--- config.mk ---
export PLATFORM = sky130hd
export DESIGN_NAME = dma_addr_gen
export DESIGN_NICKNAME = d
export VERILOG_FILES = /design/src/rtl/dma_addr_gen.sv
export SDC_FILE = /design/constraint.sdc
export NUM_CORES = 1
export LEC_CHECK = 0
export CAP_MARGIN = 20
export CORE_MARGIN = 2
export CORE_UTILIZATION = 50
export CTS_CLUSTER_DIAMETER = 80
export DETAILED_ROUTE_END_ITERATION = 7
export DONT_BUFFER_PORTS = 1
export GPL_ROUTABILITY_DRIVEN = 1
export PLACE_DENSITY = 0.76
export SKIP_CTS_REPAIR_TIMING = 1
export SLEW_MARGIN = 15
export SYNTH_ARGS = -nofsm -noshare
export SYNTH_HDL_FRONTEND = slang
export SYNTH_SLANG_ARGS = --single-unit
export TNS_END_PERCENT = 30
--- constraint.sdc ---
create_clock -name clk -period 4 [get_ports clk]
set_input_delay 1.2 -clock clk [delete_from_list [all_inputs] [get_ports clk]]
set_output_delay 1.2 -clock clk [all_outputs]
set_load 0.005 [all_outputs]
--- src/rtl/dma_addr_gen.sv ---
module dma_addr_gen #(
  parameter int AW = 32,
  parameter int CW = 16
) (
  input  logic          clk,
  input  logic          rst_n,
  input  logic          start,
  input  logic [1:0]    size,
  input  logic [1:0]    src_inc,
  input  logic [1:0]    dst_inc,
  input  logic [AW-1:0] src_end,
  input  logic [AW-1:0] dst_end,
  input  logic [CW-1:0] count,
  input  logic          step,
  output logic [AW-1:0] rd_addr,
  output logic [AW-1:0] wr_addr,
  output logic [3:0]    rd_strb,
  output logic [3:0]    wr_strb,
  output logic          valid,
  output logic          done,
  output logic          cfg_err
);

  localparam logic [1:0] NONE = 2'b11;

  function automatic logic [AW-1:0] inc_bytes(input logic [1:0] c);
    case (c)
      2'b00:   return AW'(1);
      2'b01:   return AW'(2);
      2'b10:   return AW'(4);
      default: return '0;
    endcase
  endfunction

  function automatic logic [3:0] lanes(input logic [1:0] s, input logic [1:0] a);
    case (s)
      2'b00:   return 4'b0001 << a;
      2'b01:   return a[1] ? 4'b1100 : 4'b0011;
      default: return 4'b1111;
    endcase
  endfunction

  logic [1:0]    sz, si, di;
  logic [AW-1:0] sa, da;
  logic [CW-1:0] rem;

  wire inc_bad_s = (src_inc != NONE) && (src_inc < size);
  wire inc_bad_d = (dst_inc != NONE) && (dst_inc < size);
  wire mis_s = (size == 2'b01 && src_end[0]) || (size == 2'b10 && src_end[1:0] != 2'b00);
  wire mis_d = (size == 2'b01 && dst_end[0]) || (size == 2'b10 && dst_end[1:0] != 2'b00);
  wire bad   = (size == 2'b11) || inc_bad_s || inc_bad_d || mis_s || mis_d;

  wire [AW-1:0] span = AW'(count - 1'b1);
  wire [AW-1:0] soff = span * inc_bytes(src_inc);
  wire [AW-1:0] doff = span * inc_bytes(dst_inc);

  always_ff @(posedge clk or negedge rst_n) begin
    if (!rst_n) begin
      sz <= '0; si <= '0; di <= '0;
      sa <= '0; da <= '0; rem <= '0;
      valid <= 1'b0; done <= 1'b0; cfg_err <= 1'b0;
    end else if (start) begin
      sz <= size; si <= src_inc; di <= dst_inc;
      cfg_err <= bad;
      rem <= count;
      if (bad || count == '0) begin
        valid <= 1'b0;
        done  <= !bad;
      end else begin
        valid <= 1'b1;
        done  <= 1'b0;
        sa <= src_end - soff;
        da <= dst_end - doff;
      end
    end else if (step && valid) begin
      if (rem == CW'(1)) begin
        valid <= 1'b0;
        done  <= 1'b1;
      end else begin
        sa  <= sa + inc_bytes(si);
        da  <= da + inc_bytes(di);
        rem <= rem - 1'b1;
      end
    end
  end

  assign rd_addr = sa;
  assign wr_addr = da;
  assign rd_strb = valid ? lanes(sz, sa[1:0]) : 4'b0000;
  assign wr_strb = valid ? lanes(sz, da[1:0]) : 4'b0000;


  live_or_done_chk: assert property (@(posedge clk) disable iff (!rst_n) !(valid && done));

  err_silent_chk: assert property (@(posedge clk) disable iff (!rst_n) cfg_err |-> !valid);

  fixed_src_chk: assert property (@(posedge clk) disable iff (!rst_n)
    (valid && step && !start && si == NONE) |=> $stable(rd_addr));

  last_done_chk: assert property (@(posedge clk) disable iff (!rst_n)
    (valid && step && !start && rem == CW'(1)) |=> (done && !valid));

  byte_lane_chk: assert property (@(posedge clk) disable iff (!rst_n)
    (valid && sz == 2'b00) |-> ($countones(rd_strb) == 1 && $countones(wr_strb) == 1));

  word_align_chk: assert property (@(posedge clk) disable iff (!rst_n)
    (valid && sz == 2'b10) |-> (rd_addr[1:0] == 2'b00 && wr_addr[1:0] == 2'b00));

  idle_step_chk: assert property (@(posedge clk) disable iff (!rst_n)
    (!valid && step && !start) |=> ($stable(rd_addr) && $stable(wr_addr) && $stable(done) && !valid));

endmodule

# Yosys cells after proc, flatten, opt, wreduce, memory -nomap -nowiden
# Index checks and enable logic that the tools add are counted.
totals:
  register_bits: 89
  out_inout_bits: 75
  wordCells: 101
classes:
  eq_ne: 17
  shift: 2
  order_cmp: 2
  mux: 35
  n_addsub: 6
  n_mul: 2
  reduce_logical: 28
ops:
  columns: ["op", "n"]
  rows:
  - ["two-way mux 32 bit", 14]
  - ["adder 32 bit", 2]
  - ["subtractor 32 bit", 2]
  - ["two-way mux 16 bit", 3]
  - ["multiplier 17 x 4 -> 21 bit", 2]
  - ["case mux 3 bit (3 select lines)", 4]
  - ["subtractor 16 x 1 -> 17 bit, second input constant", 1]
  - ["== test 16 x 1 -> 1 bit, second input constant", 1]
  - ["logical NOT 16 bit", 1]
  - ["two-way mux 4 bit", 4]
  - ["case mux 4 bit (2 select lines)", 2]
  - ["subtractor 16 x 1 -> 16 bit, second input constant", 1]
  - ["== test 2 x 1 -> 1 bit, second input constant", 6]
  - ["== test 2 bit, second input constant", 6]
  - ["logical NOT 2 bit", 5]
  - ["two-way mux 1 bit", 8]
  - ["inequality test 2 bit, second input constant", 4]
  - ["nonzero test 2 bit", 4]
  - ["<< shifter 1 x 2 -> 4 bit, first input constant", 2]
  - ["logical AND 1 bit", 7]
  - ["logical OR 1 bit", 7]
  - ["less-than comparator 2 bit", 2]
  - ["AND reduction 2 bit", 2]
  - ["AND reduction 3 bit", 1]
  - ["logical NOT 1 bit", 1]

# Depth between registers and ports, before layout
depth:
  ltp_word: 9
  mapped_depth: 32
  ltp_nobuf: 30

# Least setup slack after synthesis
# OpenSTA, ideal clock, no wires.
synth_path:
  kind: "input to register"
  from: "input port count[0]"
  to: "register da[31], in the netlist wr_addr[31]"
  t_required_ps: 3869
  path_slack_ps: -3043
  cell_stages: 30
  n_path_buf: 2
  arrival_time_ps: 6911
  path_cell_list: "clkbuf_1 > inv_1 > nand3_1 > or2_2 > nor4_1 > xnor2_1 > nor2_1 > ha_1 > inv_1 > fa_1 > inv_1 > ha_1 > nand4_1 > a211o_1 > nand3_1 > a21oi_1 > o21ai_0 > xnor2_1 > ha_1 > a21o_1 > a21o_1 > a21o_1 > a21o_1 > a21o_1 > o31a_1 > buf_6 > or3_1 > o31ai_2 > xnor2_1 > o21bai_1"
synth_between:
  elab_chain_cells: 5
synth_lines:
  columns: ["element", "line", "source"]
  rows:
  - ["start: declaration", "13", "input logic [CW-1:0] count,"]
  - ["subtractor 16 x 1 -> 17 bit", "53", "wire [AW-1:0] span = AW'(count - 1'b1);"]
  - ["multiplier 17 x 4 -> 21 bit", "55", "wire [AW-1:0] doff = span * inc_bytes(dst_inc);"]
  - ["subtractor 32 bit", "73", "da <= dst_end - doff;"]
  - ["two-way mux 32 bit", "66", "if (bad || count == '0) begin"]
  - ["two-way mux 32 bit", "62", "end else if (start) begin"]
  - ["end signal: assignment", "73", null]
  - ["end signal: assignment", "81", "da <= da + inc_bytes(di);"]
  - ["end: declaration", "44", "logic [AW-1:0] sa, da;"]
# Parallel ways exist; a longest one is shown, timed or not. The select of a mux whose other input is x is not followed.
# A chain may end at the register's enable or synchronous reset.

# Final worst setup path
layout_path:
  from: "input port count[1]"
  to: "register sa[22], in the netlist rd_addr[22]"
layout_between:
  elab_chain_cells: 5
layout_lines:
  columns: ["element", "line", "source"]
  rows:
  - ["subtractor 16 x 1 -> 17 bit", "53", null]
  - ["multiplier 17 x 4 -> 21 bit", "54", "wire [AW-1:0] soff = span * inc_bytes(src_inc);"]
  - ["subtractor 32 bit", "72", "sa <= src_end - soff;"]
  - ["two-way mux 32 bit", "66", null]
  - ["two-way mux 32 bit", "62", null]
  - ["end signal: assignment", "72", null]
  - ["end signal: assignment", "80", "sa <= sa + inc_bytes(si);"]
  - ["end: declaration", "44", null]
# Parallel ways exist; a longest one is shown, timed or not. The select of a mux whose other input is x is not followed.

==> reports/results.txt <==
In the routed layout, each cell is associated on average with a via count of 5.96. Class of the most critical hold timing path: reg -> reg. The run gives 1831 as the synthesized net count.

Top flip-flop cell by instance count after synthesis: sky130_fd_sc_hd__dfrtp_1. Synthesized-area fraction occupied by ao, oa, aoi and oai cells: 21.5%. Internal power comes to 2590 uW.

The synthesized netlist contains 70 unique library cells. Measured against its own limit, the worst slew margin works out to 46.5%. Data on the critical path arrives at its endpoint at 7.11 ns. Derived from the worst setup path, the maximum achievable clock frequency is 146 MHz. In this run the static leakage power is 0.00712 uW. After synthesis, the cell types taking the most area are sky130_fd_sc_hd__dfrtp_1, sky130_fd_sc_hd__ha_1, sky130_fd_sc_hd__fa_1.

The routed design could run at a clock period as short as 6.84 ns. The fraction of registers with async set/reset is 100%. The clock reaches the later pin of the worst-skew pair after 0.36 ns. The multiplexer share of the synthesized area came out at 1.31%. Measured along the y axis, the die boundary spans 159 um.

Once placement completed, the tool counted placed cells totaling 2064. sky130_fd_sc_hd__dfrtp_1 takes more of the synthesized area than any other cell. At the worst endpoint, the required time is 4.27 ns.

In this run the power spent charging and discharging nets is 1740 uW. The number of antenna violations at the first check in global routing was 0; the post-synthesis cell count was 1574. The worst path setup slack after routing is -2.84 ns, and the area overhead of the layout relative to synthesis is 29.4%. The tools report the total routing resource utilization after global routing as 28.2%. The slowest library cell on the worst path was sky130_fd_sc_hd__fa_1. In this run the remaining antenna-violating nets after routing total 0. Clock skew on the completed layout was measured at 0.0130 ns. The logs give 25200 um2 for the full die area and 11900 for the via count of the first global-routing pass. The tools report the sort of element at the start of the critical path as an input pin. Port buffering added 0 buffers. The logs give 6 for the first-pass detailed-route iteration total and 0 for the Yosys warning count. Net switching is 40.2% of the power.

The buffer levels on the longest clock path is 2. The worst setup path is captured at a flip-flop. Of the post-synthesis cell area, the dominant cell type holds 18.6%. By area, the combinational part of the netlist is dominated by simple AND/OR/NAND/NOR gates.

Dividing the detail-routed wire length by the instance count gives 18.6 um. For this run, design rule violations remaining after detail routing come to 0. Leaving out filler cells and counting taps, the final layout contains 2099. After routing, the total negative slack on setup checks comes to -105.36 ns. The pin slew with the least headroom to its limit works out to 0.795 ns.

Of the total power, combinational logic draws 49.1%. The floorplan step set the die width to 159 um. The run gives 3 as the CTS H-tree depth. The run gives 50.9% as the starting density of the core. The logs give 12500 for the total number of vias and 2032 for the net total in the final layout.

Adder and majority cell fraction of the synthesized area: 19.9%. Of the cells placed in the final design, the portion with a size suffix greater than 1 is 24.3%. The core region is 23500 um2. The count of final hold-check violations is 0. The checks that failed: setup timing. Pin placement for this block handled 165 I/O pins. The half-perimeter wire length after placement was 28300 um; the number of buffers inserted during clock tree synthesis was 9. The tree built by TritonCTS fans out to 89 sinks. Of the total power, registers draw 29.3%. The maximum number of pins on one net before global-route repair was 98. Fill cells in the final layout number 1806. On the worst path, the slowest cell contributes a delay of 0.53 ns.

The antenna diode count is 0, and the worst slack after detailed placement is -3.16 ns. Setup repair after global routing could not meet its margin everywhere. Global-route congestion overflow total: 0. The sequential cell area was 2230 um2; the number of flip-flops and latches in the synthesized netlist was 89. Measured on the finished design, the core utilization comes to 65.9%. TritonCTS built the clock tree. The run gives 185 uV as the maximum ir drop on the vdd rail. CTS placed an instance of sky130_fd_sc_hd__clkbuf_16 at the clock tree root. The critical path is of the in -> reg type. The run finished, with violations left.

Power spread over the standard cell area amounts to 280 nW/um2. The run gives 56 as the site row count. The XOR/XNOR share of the synthesized area is 8.72%, and the critical-path maximum fanout is 5.

Summing all multi-input logic gate instances after layout gives 9860 um2. The post-synthesis share of cell area spent on and, or, nand and nor gates came out at 22.1%. For the clock network fraction of design power, the log shows 21.7%. The run gives 0.938 as the last weighted congestion value of the routability-driven placer. The number of pins exceeding their max-slew limit in the final report was 0. The register clock-pin slew on the reported worst setup and hold paths works out to 0.07 ns. The first global-routing pass estimated 56600 um of wire.

The mean area per synthesized cell was 7.59 um2. Summed over all layers, the routed wires come to 39000 um. The final clock period utilization by the worst path was 171%. The first routing iteration left 1126 violations. The share of synthesized area occupied by flip-flops and latches was 18.6%; the number of failing setup endpoints in the final timing report was 55. Across the run, the number of max-cap violations was 0. Summing every instance area after synthesis gives 11900 um2. The synthesized design contains 0 enable-type register cells.
registers in the layout, summed over array words and instances, names as in the netlist:
name	count
rd_addr	32
wr_addr	32
rem	16
di	2
si	2
sz	2
cfg_err	1
done	1
valid	1
cells in the final DEF, fill, tap and decap left out, types with 8 or more instances in the layout:
master                      count
sky130_fd_sc_hd__a21o_1        36
sky130_fd_sc_hd__a21oi_1      105
sky130_fd_sc_hd__a21oi_2       13
sky130_fd_sc_hd__a31oi_1       11
sky130_fd_sc_hd__and2_1        11
sky130_fd_sc_hd__and3_1        27
sky130_fd_sc_hd__buf_4        236
sky130_fd_sc_hd__clkbuf_16      9
sky130_fd_sc_hd__dfrtp_1       89
sky130_fd_sc_hd__fa_1          38
sky130_fd_sc_hd__ha_1         110
sky130_fd_sc_hd__ha_4          18
sky130_fd_sc_hd__inv_1        173
sky130_fd_sc_hd__inv_2         11
sky130_fd_sc_hd__mux2i_1        8
sky130_fd_sc_hd__nand2_1       87
sky130_fd_sc_hd__nand2b_1      26
sky130_fd_sc_hd__nand3_1       50
sky130_fd_sc_hd__nand4_1       10
sky130_fd_sc_hd__nor2_1       152
sky130_fd_sc_hd__nor2_2         8
sky130_fd_sc_hd__nor2b_1       16
sky130_fd_sc_hd__nor3_1        41
sky130_fd_sc_hd__nor4_1        10
sky130_fd_sc_hd__o21a_1        15
sky130_fd_sc_hd__o21ai_0       71
sky130_fd_sc_hd__o21ai_1       11
sky130_fd_sc_hd__o21ai_2        8
sky130_fd_sc_hd__o21bai_1      11
sky130_fd_sc_hd__o22ai_1       33
sky130_fd_sc_hd__or3_1         28
sky130_fd_sc_hd__or4_1          9
sky130_fd_sc_hd__xnor2_1       53
sky130_fd_sc_hd__xnor2_2        9
sky130_fd_sc_hd__xor2_1        43
sky130_fd_sc_hd__xor2_2         8
worst max-delay path: cells and delay by family:
family	cells	cell delay (ns)
buffers and inverters	5	0.53
AOI/OAI and AO/OA	11	2.56
adders and majority gates	5	1.68
and+or+nand+nor	4	0.59
xor gates and xnor gates	3	0.53
power by group through the flow:
stage	clock network [uW]	registers, uW	logic (uW)
after global placement	0	1270	1820
after detailed placement	0	1280	1880
after floorplan	0	1190	1260
after global routing	975	1290	2320
after CTS	945	1260	1890
final	939	1270	2130
per-stage QoR:
step	area, um2	power, uW	hold WS [ns]
global route	15500	4590	0.521
finish	15500	4340	0.511
detailed placement	14100	3160	0.499
floorplan	12200	2450	0.474
CTS	14500	4100	0.516
global placement	14100	3090	0.496
metal layers:
layer | track usage [%] | wire, um | vias to the layer above
li1 | - | - | 5922
met1 | 32.4 | 15000 | 5917
met2 | 49.5 | 19200 | 527
met3 | 6.31 | 3150 | 142
met4 | 13.4 | 1730 | 0
met5 | 0 | 0 | -
Yosys cell counts, types with 5 or more instances:
master,n
sky130_fd_sc_hd__inv_1,186
sky130_fd_sc_hd__nor2_1,161
sky130_fd_sc_hd__ha_1,129
sky130_fd_sc_hd__a21oi_1,122
sky130_fd_sc_hd__nand2_1,94
sky130_fd_sc_hd__dfrtp_1,89
sky130_fd_sc_hd__o21ai_0,88
sky130_fd_sc_hd__xnor2_1,66
sky130_fd_sc_hd__nand3_1,54
sky130_fd_sc_hd__xor2_1,53
sky130_fd_sc_hd__nor3_1,49
sky130_fd_sc_hd__clkbuf_1,47
sky130_fd_sc_hd__fa_1,38
sky130_fd_sc_hd__a21o_1,36
sky130_fd_sc_hd__o22ai_1,33
sky130_fd_sc_hd__or3_1,30
sky130_fd_sc_hd__and3_1,29
sky130_fd_sc_hd__nand2b_1,29
sky130_fd_sc_hd__nor2b_1,17
sky130_fd_sc_hd__a31oi_1,16
sky130_fd_sc_hd__o21a_1,15
sky130_fd_sc_hd__nor4_1,14
sky130_fd_sc_hd__and2_1,12
sky130_fd_sc_hd__o21bai_1,12
sky130_fd_sc_hd__mux2i_1,10
sky130_fd_sc_hd__nand4_1,10
sky130_fd_sc_hd__or4_1,10
sky130_fd_sc_hd__a221oi_1,9
sky130_fd_sc_hd__a41oi_1,8
sky130_fd_sc_hd__buf_2,8
sky130_fd_sc_hd__or2_2,8
sky130_fd_sc_hd__a211oi_1,7
sky130_fd_sc_hd__a22oi_1,6
sky130_fd_sc_hd__and4_1,6
sky130_fd_sc_hd__nand3b_1,6
sky130_fd_sc_hd__mux2_2,5
sky130_fd_sc_hd__o221ai_1,5
area by class of cell:
type	instances	share of cell area (%)
Tap cell	319	2.58
Multi-Input combinational cell	1241	63.8
Clock buffer	10	1.55
Sequential cell	89	14.4
Inverter	186	4.59
Clock inverter	6	0.478
Timing Repair Buffer	248	12.6
cell families (layout without fill, tap and decap cells):
| logic type | count (synthesis) | count (layout) |
|---|---|---|
| simple gates | 536 | 536 |
| flops | 89 | 89 |
| xor+xnor | 119 | 119 |
| buf+inv | 244 | 450 |
| fa+ha+maj | 167 | 167 |
| mux | 15 | 15 |
| compound gates | 404 | 404 |
worst paths after layout:
| path | cells after the start | start | slack (ns) | end |
|---|---|---|---|---|
| hold reg to reg | 1 | cfg_err | 0.51 | cfg_err |
| setup / recovery | 28 | count[1] | -2.84 | rd_addr[22] |
| setup reg to reg | 14 | si[1] | 0.57 | rd_addr[28] |
| min in group asynchronous | 0 | rst_n | 0.53 | rem[6] |
| max in group asynchronous | 0 | rst_n | 3.26 | wr_addr[9] |
| hold / removal | 1 | cfg_err | 0.51 | cfg_err |
Power figures use the tool's default switching activity.
